==> config.mk <==
export PLATFORM = sky130hd
export DESIGN_NAME = spi_serial_engine
export DESIGN_NICKNAME = d
export VERILOG_FILES = /design/src/rtl/spi_eng_pkg.sv /design/src/rtl/spi_eng_clkgen.sv /design/src/rtl/spi_eng_shifter.sv /design/src/rtl/spi_serial_engine.sv
export SDC_FILE = /design/constraint.sdc
export NUM_CORES = 1
export LEC_CHECK = 0
export CAP_MARGIN = 20
export CORE_MARGIN = 2
export CORE_UTILIZATION = 55
export DETAILED_ROUTE_END_ITERATION = 10
export GPL_ROUTABILITY_DRIVEN = 0
export HOLD_SLACK_MARGIN = 0.12
export PLACE_DENSITY = 0.92
export SYNTH_ARGS = -nofsm -noshare
export SYNTH_HDL_FRONTEND = slang
export SYNTH_SLANG_ARGS = --single-unit
==> constraint.sdc <==
create_clock -name clk -period 4.9 [get_ports clk]
set_clock_uncertainty 0.1 [all_clocks]
set_input_delay 0.98 -clock clk [delete_from_list [all_inputs] [get_ports clk]]
set_output_delay 0.98 -clock clk [all_outputs]
set_load 0.005 [all_outputs]
==> src/rtl/spi_eng_pkg.sv <==
package spi_eng_pkg;
  // Which clock edge of a bit period captures incoming data.
  typedef enum logic {
    PH_LEAD_CAPTURE = 1'b0,
    PH_LEAD_LAUNCH  = 1'b1
  } phase_e;
endpackage

==> src/rtl/spi_eng_clkgen.sv <==
module spi_eng_clkgen #(
  parameter int DIV_W = 3
) (
  input  logic             clk,
  input  logic             rst,
  input  logic             run,
  input  logic             hold,
  input  logic [DIV_W-1:0] div,
  input  logic             cpol,
  output logic             tick,
  output logic             sclk
);
  localparam int CNT_W = 2 ** DIV_W;

  logic [CNT_W-1:0] cnt_q;
  logic [CNT_W-1:0] half_m1;

  assign half_m1 = (CNT_W'(1) << div) - CNT_W'(1);
  assign tick    = run && !hold && (cnt_q == half_m1);

  always_ff @(posedge clk) begin
    if (rst) begin
      cnt_q <= '0;
      sclk  <= 1'b0;
    end else if (!run) begin
      cnt_q <= '0;
      sclk  <= cpol;
    end else if (!hold) begin
      if (cnt_q == half_m1) begin
        cnt_q <= '0;
        sclk  <= ~sclk;
      end else begin
        cnt_q <= cnt_q + CNT_W'(1);
      end
    end
  end
endmodule

==> src/rtl/spi_eng_shifter.sv <==
module spi_eng_shifter
  import spi_eng_pkg::*;
#(
  parameter int BYTES = 4
) (
  input  logic                       clk,
  input  logic                       rst,
  input  logic                       start,
  input  logic [8*BYTES-1:0]         word_in,
  input  logic [$clog2(BYTES)-1:0]   nb_m1,
  input  logic                       cpha,
  input  logic                       tick,
  input  logic                       miso,
  output logic                       busy,
  output logic                       mosi,
  output logic                       done,
  output logic [8*BYTES-1:0]         rx_word
);
  localparam int BITS   = 8 * BYTES;
  localparam int NB_W   = $clog2(BYTES);
  localparam int BIT_W  = $clog2(BITS);
  localparam int EDGE_W = BIT_W + 1;

  logic [BITS-1:0]   word_q;
  logic [EDGE_W-1:0] edge_q;
  logic [NB_W-1:0]   nb_q;
  phase_e            ph_q;

  logic [EDGE_W-1:0] last_edge;
  logic [BIT_W-1:0]  bit_idx;
  logic [BIT_W-1:0]  bit_nxt;
  logic              trailing;
  logic              capture;

  // Serial index -> word bit: byte lanes ascending, MSB first in a lane.
  function automatic logic [BIT_W-1:0] lane_pos(input logic [BIT_W-1:0] i);
    return {i[BIT_W-1:3], ~i[2:0]};
  endfunction

  assign last_edge = {nb_q, 4'b1111};
  assign bit_idx   = edge_q[EDGE_W-1:1];
  assign bit_nxt   = bit_idx + BIT_W'(1);
  assign trailing  = edge_q[0];
  assign capture   = (ph_q == PH_LEAD_CAPTURE) ? !trailing : trailing;

  always_ff @(posedge clk) begin
    if (rst) begin
      word_q  <= '0;
      rx_word <= '0;
      edge_q  <= '0;
      nb_q    <= '0;
      ph_q    <= PH_LEAD_CAPTURE;
      busy    <= 1'b0;
      mosi    <= 1'b0;
      done    <= 1'b0;
    end else begin
      done <= 1'b0;
      if (start) begin
        word_q  <= word_in;
        rx_word <= '0;
        edge_q  <= '0;
        nb_q    <= nb_m1;
        ph_q    <= phase_e'(cpha);
        busy    <= 1'b1;
        mosi    <= word_in[lane_pos('0)];
      end else if (busy && tick) begin
        edge_q <= edge_q + EDGE_W'(1);
        if (capture) begin
          rx_word[lane_pos(bit_idx)] <= miso;
        end
        if (ph_q == PH_LEAD_CAPTURE) begin
          if (trailing && edge_q != last_edge) begin
            mosi <= word_q[lane_pos(bit_nxt)];
          end
        end else if (!trailing) begin
          mosi <= word_q[lane_pos(bit_idx)];
        end
        if (edge_q == last_edge) begin
          busy <= 1'b0;
          done <= 1'b1;
        end
      end
    end
  end
endmodule

==> src/rtl/spi_serial_engine.sv <==
module spi_serial_engine #(
  parameter int BYTES = 4,
  parameter int DIV_W = 3
) (
  input  logic                       clk,
  input  logic                       rst,
  input  logic                       en_i,
  input  logic                       master_i,
  input  logic [DIV_W-1:0]           div_i,
  input  logic                       cpol_i,
  input  logic                       cpha_i,
  input  logic                       cs_force_i,
  input  logic                       cs_sw_i,
  input  logic                       tx_empty_i,
  input  logic [8*BYTES-1:0]         tx_word_i,
  input  logic [$clog2(BYTES)-1:0]   tx_cnt_i,
  output logic                       tx_pop_o,
  output logic                       rx_push_o,
  output logic [8*BYTES-1:0]         rx_word_o,
  output logic [$clog2(BYTES):0]     rx_cnt_o,
  output logic                       sclk_o,
  output logic                       cs_n_o,
  output logic                       mosi_o,
  input  logic                       miso_i
);
  localparam int NB_W = $clog2(BYTES);
  localparam int DW   = 8 * BYTES;

  logic             busy;
  logic             done;
  logic             tick;
  logic             start_w;
  logic [DIV_W-1:0] div_q;
  logic             cpol_q;
  logic [NB_W-1:0]  nb_q;
  logic [DW-1:0]    rx_w;

  assign start_w = !busy && en_i && master_i && !cs_n_o && !tx_empty_i;

  always_ff @(posedge clk) begin
    if (rst) begin
      cs_n_o    <= 1'b1;
      tx_pop_o  <= 1'b0;
      rx_push_o <= 1'b0;
      rx_word_o <= '0;
      rx_cnt_o  <= '0;
      div_q     <= '0;
      cpol_q    <= 1'b0;
      nb_q      <= '0;
    end else begin
      cs_n_o    <= !(master_i && cs_force_i && !cs_sw_i);
      tx_pop_o  <= start_w;
      rx_push_o <= done;
      if (done) begin
        rx_word_o <= rx_w;
        rx_cnt_o  <= {1'b0, nb_q} + (NB_W+1)'(1);
      end
      if (start_w) begin
        div_q  <= div_i;
        cpol_q <= cpol_i;
        nb_q   <= tx_cnt_i;
      end
    end
  end

  spi_eng_clkgen #(.DIV_W(DIV_W)) u_clk (
    .clk  (clk),
    .rst  (rst),
    .run  (busy),
    .hold (!en_i),
    .div  (div_q),
    .cpol (busy ? cpol_q : cpol_i),
    .tick (tick),
    .sclk (sclk_o)
  );

  spi_eng_shifter #(.BYTES(BYTES)) u_shf (
    .clk     (clk),
    .rst     (rst),
    .start   (start_w),
    .word_in (tx_word_i),
    .nb_m1   (tx_cnt_i),
    .cpha    (cpha_i),
    .tick    (tick),
    .miso    (miso_i),
    .busy    (busy),
    .mosi    (mosi_o),
    .done    (done),
    .rx_word (rx_w)
  );
endmodule

# Word-level counts from Yosys, hierarchy flattened
# Index checks and enable logic that the tools add are counted.
# totals
regBits,126
output_inout_bits,40
wordCells,84
# classes
n_addsub,5
n_lt_le_gt_ge,3
eq_ne,6
n_shift,1
mux,21
bitwise,5
n_reduce_logical,27
# ops
cell,count
32-bit bitwise mux,1
1-bit 2-to-1 mux,16
"5-bit by 6-bit < comparator with 1-bit output, second input constant",2
1-bit logical AND,11
1-bit binary-select mux with 5-bit select,2
"8-bit by 1-bit adder with 8-bit output, second input constant",1
8-bit equality test,1
8-bit 2-to-1 mux,1
"1-bit by 3-bit << shifter with 8-bit output, first input constant",1
"8-bit by 2-bit subtractor with 8-bit output, second input constant",1
"6-bit by 1-bit adder with 6-bit output, second input constant",1
6-bit equality test,1
1-bit logical NOT,6
6-bit inequality test,1
3-bit NOT,2
2-bit AND reduction,3
"5-bit by 1-bit adder with 5-bit output, second input constant",1
1-bit demux with 5-bit select,1
"5-bit by 1-bit >= comparator with 1-bit output, second input constant",1
"2-bit inequality test, second input constant",2
2-bit nonzero test,2
2-bit OR reduction,2
"2-bit by 1-bit adder with 3-bit output, second input constant",1
"3-bit inequality test, second input constant",1
4 further kinds,6

# Depth between registers and ports, before layout
# Gate-level depths: netlist of run 1.
# depth
depth_word,8
mapped_depth,12
mapped_depth_nobuf,9

# By module
# Synthesis of run 1 repeated with hierarchy kept, for this count alone.
# hier_totals
hier_cells,638
hier_area_um2,5968.2
# by_module_without_submodules
mod,instances,cells_each,area_each_um2,seq_area_each_um2
spi_eng_shifter,1,422,3811.2,1521.5
spi_serial_engine,1,151,1615.3,880.8
spi_eng_clkgen,1,65,541.8,180.2

# Worst setup path after synthesis of run 1
# No wires, ideal clock.
# synth_path
path_kind,reg2reg
from,register u_shf.edge_q[1]
to,register u_shf.mosi
arrival_time_ns,2.872
setup_slack_ns,1.794
path_stages_with_launch,11
n_path_buf,3
period_less_slack_ns,3.106
cell_sequence,dfxtp_1 -> buf_2 -> buf_2 -> inv_1 -> ha_1 -> clkbuf_1 -> mux4_2 -> mux4_2 -> or3b_1 -> nand4_1 -> a211oi_1
# synth_between
elab_chain_len,8
# synth_rtl
element,line_no,text
start: declaration,spi_eng_shifter.sv:25,logic [EDGE_W-1:0] edge_q;
start signal: assignment,spi_eng_shifter.sv:67,edge_q <= edge_q + EDGE_W'(1);
5-bit by 1-bit adder with 5-bit output,spi_eng_shifter.sv:42,assign bit_nxt = bit_idx + BIT_W'(1);
3-bit NOT,spi_eng_shifter.sv:37,"return {i[BIT_W-1:3], ~i[2:0]};"
1-bit binary-select mux with 5-bit select,spi_eng_shifter.sv:73,mosi <= word_q[lane_pos(bit_nxt)];
1-bit 2-to-1 mux (implied by the code),spi_eng_shifter.sv:73,
1-bit 2-to-1 mux,spi_eng_shifter.sv:72,if (trailing && edge_q != last_edge) begin
1-bit 2-to-1 mux,spi_eng_shifter.sv:71,if (ph_q == PH_LEAD_CAPTURE) begin
1-bit 2-to-1 mux,spi_eng_shifter.sv:66,end else if (busy && tick) begin
1-bit 2-to-1 mux,spi_eng_shifter.sv:58,if (start) begin
end signal: assignment,spi_eng_shifter.sv:65,mosi <= word_in[lane_pos('0)];
end signal: assignment,spi_eng_shifter.sv:73,
end signal: assignment,spi_eng_shifter.sv:76,mosi <= word_q[lane_pos(bit_idx)];
end: declaration,spi_eng_shifter.sv:15,"output logic mosi,"
# Several ways; a longest one is shown, not always the timed one. The select of a mux whose other input is x is not followed.
# A chain may end at the register's enable or synchronous reset.

# Worst setup path after layout of run 1
# layout_path
from,register u_shf.edge_q[2]
to,register u_shf.mosi
# The elaborated chain is that of the path after synthesis.

==> results of run 1 <==
[sequential cells by signal, indices dropped and copies added (netlist names), 2 cells and up]
register,cells
rx_cnt_o,3
u_shf.rx_word,32
u_shf.word_q,32
u_shf.edge_q,6
rx_word_o,32
div_q,3
u_clk.cnt_q,8
nb_q,2
[synthesized netlist by cell type, drive strengths merged (2+ instances only)]
cell type | number | share of area, %
nand4bb | 2 | 0.39
nor4 | 5 | 1.1
xnor2 | 11 | 1.7
nand4 | 37 | 4.0
nor3b | 2 | 0.26
a211oi | 2 | 0.26
inv | 9 | 0.58
buf | 13 | 1.3
mux2 | 2 | 0.39
or3 | 2 | 0.30
nor3 | 6 | 0.52
nor2 | 63 | 4.1
nand2 | 88 | 5.7
nand2b | 7 | 0.76
mux2i | 40 | 6.9
or2 | 3 | 0.32
nand3b | 2 | 0.26
ha | 8 | 1.7
dfxtp | 126 | 43
nor2b | 2 | 0.22
o2111ai | 4 | 0.71
a21oi | 77 | 6.6
and4 | 3 | 0.45
and2 | 2 | 0.22
o21ai | 34 | 2.9
mux4 | 17 | 6.6
and3 | 3 | 0.32
o211ai | 3 | 0.39
xor2 | 9 | 1.4
nand3 | 12 | 1.0
clkbuf | 40 | 2.6
[area by class of cell]
| class | instances | area [um^2] |
|---|---|---|
| flip-flops and latches | 126 | 2520 |
| clock buffers | 17 | 414 |
| fillers | 773 | 3040 |
| clock inverters | 15 | 153 |
| inverters | 9 | 33.8 |
| multi-input cells | 461 | 3030 |
| repair buffers | 93 | 921 |
| well taps | 136 | 170 |
[worst reg2reg max path, cell delays in order, from the launching register on]
cell	delay (ns)
dfxtp_1	0.68
ha_1	0.70
nand3_1	0.19
xor2_1	0.31
mux4_2	0.54
or3b_1	0.37
nand4_1	0.12
a211oi_1	0.10
[worst max-delay path by stage]
stage | start | endpoint | slack (ns) | cells past startpoint
finish | u_shf.edge_q[2]$_SDFFE_PP0P_ | u_shf.mosi$_SDFFE_PP0P_ | 1.63 | 7
global route | div_q[0]$_SDFFE_PP0P_ | u_shf.rx_word[14]$_SDFFE_PP0P_ | 1.38 | 8
CTS | u_shf.edge_q[2]$_SDFFE_PP0P_ | u_shf.mosi$_SDFFE_PP0P_ | 1.67 | 7
detailed placement | en_i | u_shf.rx_word[22]$_SDFFE_PP0P_ | 1.36 | 7
global placement | en_i | u_shf.rx_word[22]$_SDFFE_PP0P_ | 1.48 | 7
floorplan | u_shf.edge_q[1]$_SDFFE_PP0P_ | u_shf.mosi$_SDFFE_PP0P_ | 1.79 | 10
[through the flow]
step / power [mW] / util [%] / cell area (um^2)
floorplan: 1.08 / - / 5800
global placement: 1.12 / 64.7 / 6650
detailed placement: 1.13 / 64.7 / 6650
CTS: 2.31 / 70.3 / 7220
global route: 2.36 / 70.5 / 7240
finish: 2.31 / 70.5 / 7240
[logic make-up after synthesis]
group           count (synthesis)  synth area share [%]
xor+xnor                       20                  3.02
mux                            59                  13.9
flops                         126                  43.5
simple gates                  242                  20.4
fa+ha+maj                       8                  1.73
compound gates                132                  13.0
buf+inv                        62                  4.44
[routing by layer]
layer	vias to the layer above	track usage (%)	wire, um
li1	2431	-	-
met1	2469	32.3	5890
met2	264	49.2	7870
met3	34	6.26	1020
met4	0	8.53	270
met5	-	0	0
[where the power goes]
part	total, mW	internal, mW	switching (mW)
logic	0.0780	0.0421	0.0359
registers	1.03	1.03	0.00228
clock network	1.20	0.689	0.510
==> impl_metrics.ini, run 1 <==
[floorplanning]
rows = 37
core-area_um2 = 10300
initial_core_util_pct = 56.4
die-width_um = 107
die_h_um = 107
die-area_um2 = 11400
io_pins = 87

[sta]
fmax_mhz = 306
hold_viol_final = 0
setup_viol = 0
finalWorstSetupSlack_ns = 1.63
post-route-period-util_pct = 66.7
rsz0062_at_grt = no
timing.setup.tns_ns = 0
worstMarginPinSlew_ns = 1.08
whs_ns = 0.374
fin_crit_ns = 3.27
slew_viol_final = 0
slew_headroom_pct = 27.6

[drt]
drc = 0
wirelength_mm = 15.1
drt_iter0_drc = 506
avgRoutedWirePerCell_um = 17.6
drtPass1Iterations = 5
viasPerCell = 6.07
vias = 5198
antenna_left = 0

[finish]
drive_gt1_share_pct = 9.57
mostFrequentLayoutCells = 125 x dfxtp_1, 88 x nand2_1, 85 x clkdlybuf4s50_1
instances_no_fill = 857
final_nets = 763
antenna-diode-count = 0
layout_commonest_cell = dfxtp_1
areaGrowthSynthToFinish_pct = 24.9

[worst_hold_path]
hold_depth = 2
hold_class = reg2reg
min_to = u_shf.word_q[0]$_SDFFE_PP0P_
worstHoldStart = u_shf.word_q[0]$_SDFFE_PP0P_

[yosys]
synth_edf_count = 0
yosysWarnings = 0
synth_nets = 704
ys.flop_type = dfxtp_1
syn_area_um2 = 5800
yosysSeqAreaShare_pct = 43.5
avgSynthCellArea_um2 = 8.94
yosysUniqueCellTypes = 53
synth_cells = 649
synthArstFlopShare_pct = 0
yosys_register_bits = 126

[clocking]
cts_tree = built
numCtsBuffers = 17
cts_buffer_depth = 2
clock-root-buffer = clkbuf_8
postCtsHoldBufs = 0
postCtsSetupRepairBufs = 0
clock-sinks = 126
cts.htree.levels = 4
path_clk_slew_ns = 0.06
clk_latency_ns = 0.53
cts_resized = 0

[setup_path]
crit_type = reg2reg
reg2reg_setup_slack_ns = 1.63
cp.arrival_ns = 3.53
worst_setup_path_start_kind = flip-flop
reg2reg_depth = 7
crit_path_end_kind = flip-flop
max_stage_delay_ns = 0.70
crit_buf_inv = 0
crit_path_top_delay_cell = ha_1
regToRegStartpoint = u_shf.edge_q[2]$_SDFFE_PP0P_
rr_endpoint = u_shf.mosi$_SDFFE_PP0P_
critical_path_required_ns = 5.16
crit_family = adder cells
path_max_fanout = 13
path_cells = ha_1 -> nand3_1 -> xor2_1 -> mux4_2 -> or3b_1 -> nand4_1 -> a211oi_1

[run]
maxCapViolCount = 0

[pwr]
power.density_nw_per_um2 = 318
leakage_nw = 2.34
ir_drop_v = 0.000188

[grt]
antenna_found_initial = 0
grt_max_degree = 43
grt_pass1_vias = 5102
grtUsageTotal_pct = 27.3
grt_overflow = 0
grt_pass1_wl_mm = 24.8

[placed_design]
dp_slack_ns = 1.36
placed_cells = 824
port_buffers = 86
hpwl_mm = 10.2

[outcome]
status = complete, no violations
Power figures use the tool's default switching activity.
==> inputs of run 2 (changes only) <==
- CORE_UTILIZATION: 55 -> 49
- PLACE_DENSITY: 0.92 -> 0.87
- clock period: 4.9 -> 2.7 ns (I/O delays scaled with it)
==> run 2 against run 1 <==
The run now ends with negative setup slack left. Sequential power grew 82%. Cell count increased by 3.0%. Largest power group unchanged. Cell area increased by 5.2%. Maximum frequency is 20% higher. First-iteration DRC count decreased by 22%. Highest routed layer unchanged.
==> impl_metrics.ini, run 2 (same netlist as run 1, synthesis figures left out) <==
[outcome]
status = complete, but fails checks
violations = negative setup slack

[setup_path]
reg2reg_setup_slack_ns = -0.02
crit_path_top_delay_cell = or3_4
path_cells = or3_4 -> ha_4 -> xnor2_1 -> nor2_1 -> o311ai_4 -> nor4_4 -> buf_4 -> clkbuf_16 -> nand4_1 -> a21oi_1
reg2reg_depth = 10
rr_endpoint = u_shf.rx_word[30]$_SDFFE_PP0P_
max_stage_delay_ns = 0.42
crit_buf_inv = 2
worst_setup_path_start_kind = flip-flop
cp.arrival_ns = 2.96
path_max_fanout = 19
crit_family = simple AND/OR/NAND/NOR gates
critical_path_required_ns = 2.95
crit_path_end_kind = flip-flop
cp.depth = 10
regToRegStartpoint = div_q[2]$_SDFFE_PP0P_
crit_type = reg2reg

[sta]
fmax_mhz = 368
fin_crit_ns = 2.72
setup_viol = 1
slew_headroom_pct = 58.8
slew_viol_final = 0
hold_viol_final = 0
finalWorstSetupSlack_ns = -0.0167
whs_ns = 0.367
post-route-period-util_pct = 101
worstMarginPinSlew_ns = 0.613

[pwr]
power.internal_mw = 3.52
ir_drop_v = 0.000344
power.density_nw_per_um2 = 583
seqPwrFrac_pct = 42.1
swShare_pct = 20.8
combPwrFrac_pct = 3.5
leakage_nw = 2.50
p_sw_uw = 922
clkPwrFrac_pct = 54.4

[clocking]
cts_tree = built
clock-sinks = 126
cts_buffer_depth = 2
cts.htree.levels = 4
clock-root-buffer = clkbuf_16
path_clk_slew_ns = 0.06
postCtsHoldBufs = 0
clk_latency_ns = 0.42
numCtsBuffers = 17

[placed_design]
hpwl_mm = 10.1
dp_slack_ns = -0.0258
port_buffers = 86

[drt]
drtPass1Iterations = 5
viasPerCell = 5.98
drt_iter0_drc = 396
vias = 5284
antenna_left = 0
drc = 0
wirelength_mm = 15.3
avgRoutedWirePerCell_um = 17.3

[finish]
final_util_pct = 66.4
nFillCells = 856
layout.area.seq_um2 = 2520
mostFrequentLayoutCells = 125 x dfxtp_1, 88 x nand2_1, 85 x clkdlybuf4s50_1
antenna-diode-count = 0
final_nets = 783
drive_gt1_share_pct = 13.1
areaGrowthSynthToFinish_pct = 31.4
multiInputGateArea_um2 = 3110
layout_commonest_cell = dfxtp_1
largestRegisters = rx_word_o: 32 flops, u_shf.rx_word: 32 flops, u_shf.word_q: 32 flops

[worst_hold_path]
hold_depth = 2
min_to = u_shf.word_q[14]$_SDFFE_PP0P_
hold_class = reg2reg
worstHoldStart = u_shf.word_q[14]$_SDFFE_PP0P_

[floorplanning]
io_pins = 87
die-area_um2 = 12700
core-area_um2 = 11500
rows = 39
initial_core_util_pct = 50.6
die-width_um = 113
die_h_um = 113

[grt]
grt_pass1_wl_mm = 24.4
antenna_found_initial = 0
grt_overflow = 0
grtUsageTotal_pct = 23.8
grt_max_degree = 52
grt_pass1_vias = 5081

[run]
maxCapViolCount = 0
run 2: changes by cell type in the layout (fill, tap and decap cells not counted), sizes merged:
cell	delta
buf	+19
inv	-5
bufinv	+3
clkbuf	+2
run 2: worst max-delay path by stage:
stage	from	end	slack, ns
2_1_floorplan	u_shf.edge_q[1]$_SDFFE_PP0P_	u_shf.mosi$_SDFFE_PP0P_	0.009
3_5_place_dp	div_q[2]$_SDFFE_PP0P_	u_clk.cnt_q[7]$_SDFFE_PP0P_	-0.03
6_report	div_q[2]$_SDFFE_PP0P_	u_shf.rx_word[30]$_SDFFE_PP0P_	-0.02
3_3_place_gp	div_q[2]$_SDFFE_PP0P_	u_shf.edge_q[1]$_SDFFE_PP0P_	0.10
4_1_cts	div_q[2]$_SDFFE_PP0P_	u_shf.rx_word[30]$_SDFFE_PP0P_	0.008
5_1_grt	div_q[2]$_SDFFE_PP0P_	u_shf.rx_word[4]$_SDFFE_PP0P_	-0.05
run 2: through the flow:
step                cell area [um^2]  setup TNS, ns  instances  power (mW)
detailed placement              6860         -0.120        849        2.05
CTS                             7530              0        880        4.46
floorplan                       5820              0        649        1.96
finish                          7620        -0.0167        883        4.44
global route                    7620         -0.792        883        4.55
global placement                6860              0        849        2.05
run 2: layout make-up:
cell class	instances	area share, %
multi-input cells	461	40.8
well taps	143	2.35
flip-flops and latches	126	33.1
clock buffers	18	5.76
clock inverters	13	2.48
inverters	9	0.443
repair buffers	113	15.0
run 2: power by group through the flow:
stage,Sequential [mW],Clock (mW),Combinational (mW)
6_report,1.87,2.42,0.156
5_1_grt,1.87,2.51,0.166
4_1_cts,1.87,2.44,0.152
3_5_place_dp,1.91,0,0.147
3_3_place_gp,1.91,0,0.145
2_1_floorplan,1.91,0,0.0571
run 2: metal layers:
metal	track usage [%]	vias up	share of wire (%)	wire (um)
met1	28.7	2485	40	6090
met3	5.73	45	8.1	1240
met2	41.0	278	50	7580
met4	9.59	0	2.4	372
li1	-	2476	-	-
met5	0	-	0	0
run 2: repair_timing:
item,CTS,global route
resized for setup,6,9
pin swaps,0,3
endpoints found under the setup margin,9,49
buffers inserted,0,2
gates cloned,0,1
run 2: worst register-to-register path: cells and delay by family (launching register included):
family | cells | cell delay, ns
simple gates | 4 | 1.05
compound gates | 2 | 0.41
buf+inv | 2 | 0.37
flops | 1 | 0.31
fa+ha+maj | 1 | 0.26
xor+xnor | 1 | 0.13
==> inputs of run 3 (changes only) <==
- CORE_UTILIZATION: 49 -> 41
- PLACE_DENSITY: 0.87 -> 0.77
==> run 3 against run 2 <==
The run now ends clean. First-iteration DRC count shrank 30%. Non-clock buffer count rose by 10. Register-to-register slack improved by 0.08 ns. Wire length down 2.4%. Via count decreased by 2.5%. Sequential cell count stayed put. Critical path depth is 2 lower. Largest power group unchanged.
==> impl_metrics.ini, run 3 (same netlist as run 1, synthesis figures left out) <==
[setup_path]
cp.arrival_ns = 2.88
path_max_fanout = 10
crit_type = reg2reg
reg2reg_setup_slack_ns = 0.07
critical_path_required_ns = 2.95
crit_path_end_kind = flip-flop
reg2reg_depth = 8
worst_setup_path_start_kind = flip-flop

[sta]
worstMarginPinSlew_ns = 0.623
fmax_mhz = 380
slew_viol_final = 0
timing.setup.tns_ns = 0
whs_ns = 0.343
setup_viol = 0
slew_headroom_pct = 58.2
post-route-period-util_pct = 97.5
hold_viol_final = 0
fin_crit_ns = 2.63

[grt]
grt_pass1_vias = 4830
grt_pass1_wl_mm = 24.0
antenna_found_initial = 0
grt_overflow = 0
grt_max_degree = 41
grtUsageTotal_pct = 20.4

[drt]
avgRoutedWirePerCell_um = 16.0
drtPass1Iterations = 5
vias = 5153
drc = 0
antenna_left = 0
drt_iter0_drc = 279
wirelength_mm = 14.9
viasPerCell = 5.53

[finish]
antenna-diode-count = 0
instances_no_fill = 931
drive_gt1_share_pct = 14.5
layout_commonest_cell = dfxtp_1
nFillCells = 1194
mostFrequentLayoutCells = 125 x dfxtp_1, 88 x nand2_1, 85 x clkdlybuf4s50_1
final_nets = 793
largestRegisters = rx_word_o: 32 flops, u_shf.rx_word: 32 flops, u_shf.word_q: 32 flops
areaGrowthSynthToFinish_pct = 33.0

[floorplanning]
initial_core_util_pct = 41.9
die-area_um2 = 15100
core-area_um2 = 13800
die-width_um = 123
io_pins = 87
rows = 43
die_h_um = 123

[clocking]
path_clk_slew_ns = 0.06
clock-sinks = 126
clk_latency_ns = 0.42
cts_tree = built
numCtsBuffers = 17
cts.htree.levels = 4
postCtsHoldBufs = 0
clock-root-buffer = clkbuf_16
cts_buffer_depth = 2

[pwr]
swShare_pct = 21.9
leakage_nw = 2.52
power.internal_mw = 3.42
seqPwrFrac_pct = 42.6
clkPwrFrac_pct = 53.7
combPwrFrac_pct = 3.7
ir_drop_v = 0.000424
p_sw_uw = 960
power.density_nw_per_um2 = 568

[run]
maxCapViolCount = 0

[placed_design]
port_buffers = 86
placed_cells = 889
hpwl_mm = 9.76

[worst_hold_path]
hold_depth = 2
hold_class = in2reg

[outcome]
status = complete, no violations
## run 3: changes by cell type in the layout (fill, tap and decap cells not counted), moves of 2 or more
cell      previous run  this run
inv_6                2         6
buf_4               20        30
buf_6                1         3
a21oi_1             76        74
clkinv_4             3         1
a21oi_2              1         3
buf_12               5         3
## run 3: power by group through the flow
stage | logic (mW) | clock network (mW) | registers [mW]
global route | 0.172 | 2.48 | 1.87
global placement | 0.152 | 0 | 1.91
detailed placement | 0.151 | 0 | 1.91
finish | 0.160 | 2.35 | 1.87
floorplan | 0.0571 | 0 | 1.91
CTS | 0.155 | 2.39 | 1.87
## run 3: layout make-up
type	instances	area (um^2)	area share, %
clock buffer	18	429	5.56
clock inverter	14	179	2.32
inverter	9	33.8	0.438
multi-input combinational	461	3120	40.4
sequential	126	2520	32.7
tap	180	225	2.92
timing repair buffer	123	1200	15.6
## run 3: final timing paths
kind,from,to
worst max-delay path,div_q[2]$_SDFFE_PP0P_,u_shf.edge_q[3]$_SDFFE_PP0P_
worst max register to register,div_q[2]$_SDFFE_PP0P_,u_shf.edge_q[3]$_SDFFE_PP0P_
worst min register to register,u_shf.word_q[16]$_SDFFE_PP0P_,u_shf.word_q[16]$_SDFFE_PP0P_
worst min-delay path,rst,u_shf.ph_q$_SDFFE_PP0P_
## run 3: metrics by stage
stage	total power [mW]	utilization [%]	cell area, um^2	setup WS (ns)
CTS	4.41	55.0	7600	0.00206
floorplan	1.96	-	5820	0.00851
global placement	2.06	49.9	6900	0.0432
global route	4.52	55.8	7710	-0.0494
detailed placement	2.06	49.9	6900	-0.0249
finish	4.38	55.8	7710	0.0671
## run 3: worst max-delay path, cell delays in order (launching register included)
cell and delay [ns]:
dfxtp_1 0.31, or3_4 0.40, ha_4 0.21, xor2_2 0.18
xnor2_2 0.25, o311a_1 0.32, o2111ai_4 0.24, or3_1 0.36
a21oi_1 0.18
## run 3: per-layer routing
layer	up-vias	wire length [um]	GRT usage [%]	part of all wire (%)
li1	2496	-	-	-
met1	2437	6560	26.9	44
met2	183	7070	31.4	47
met3	37	873	4.66	5.9
met4	0	408	10.1	2.7
met5	-	0	0	0
## run 3: what timing repair did
| action | CTS | global route |
|---|---|---|
| pin swaps | 3 | 8 |
| gates resized for setup | 4 | 16 |
| buffers inserted | 2 | 6 |
| cloned | 2 | 0 |
| endpoints found under the setup margin | 14 | 47 |
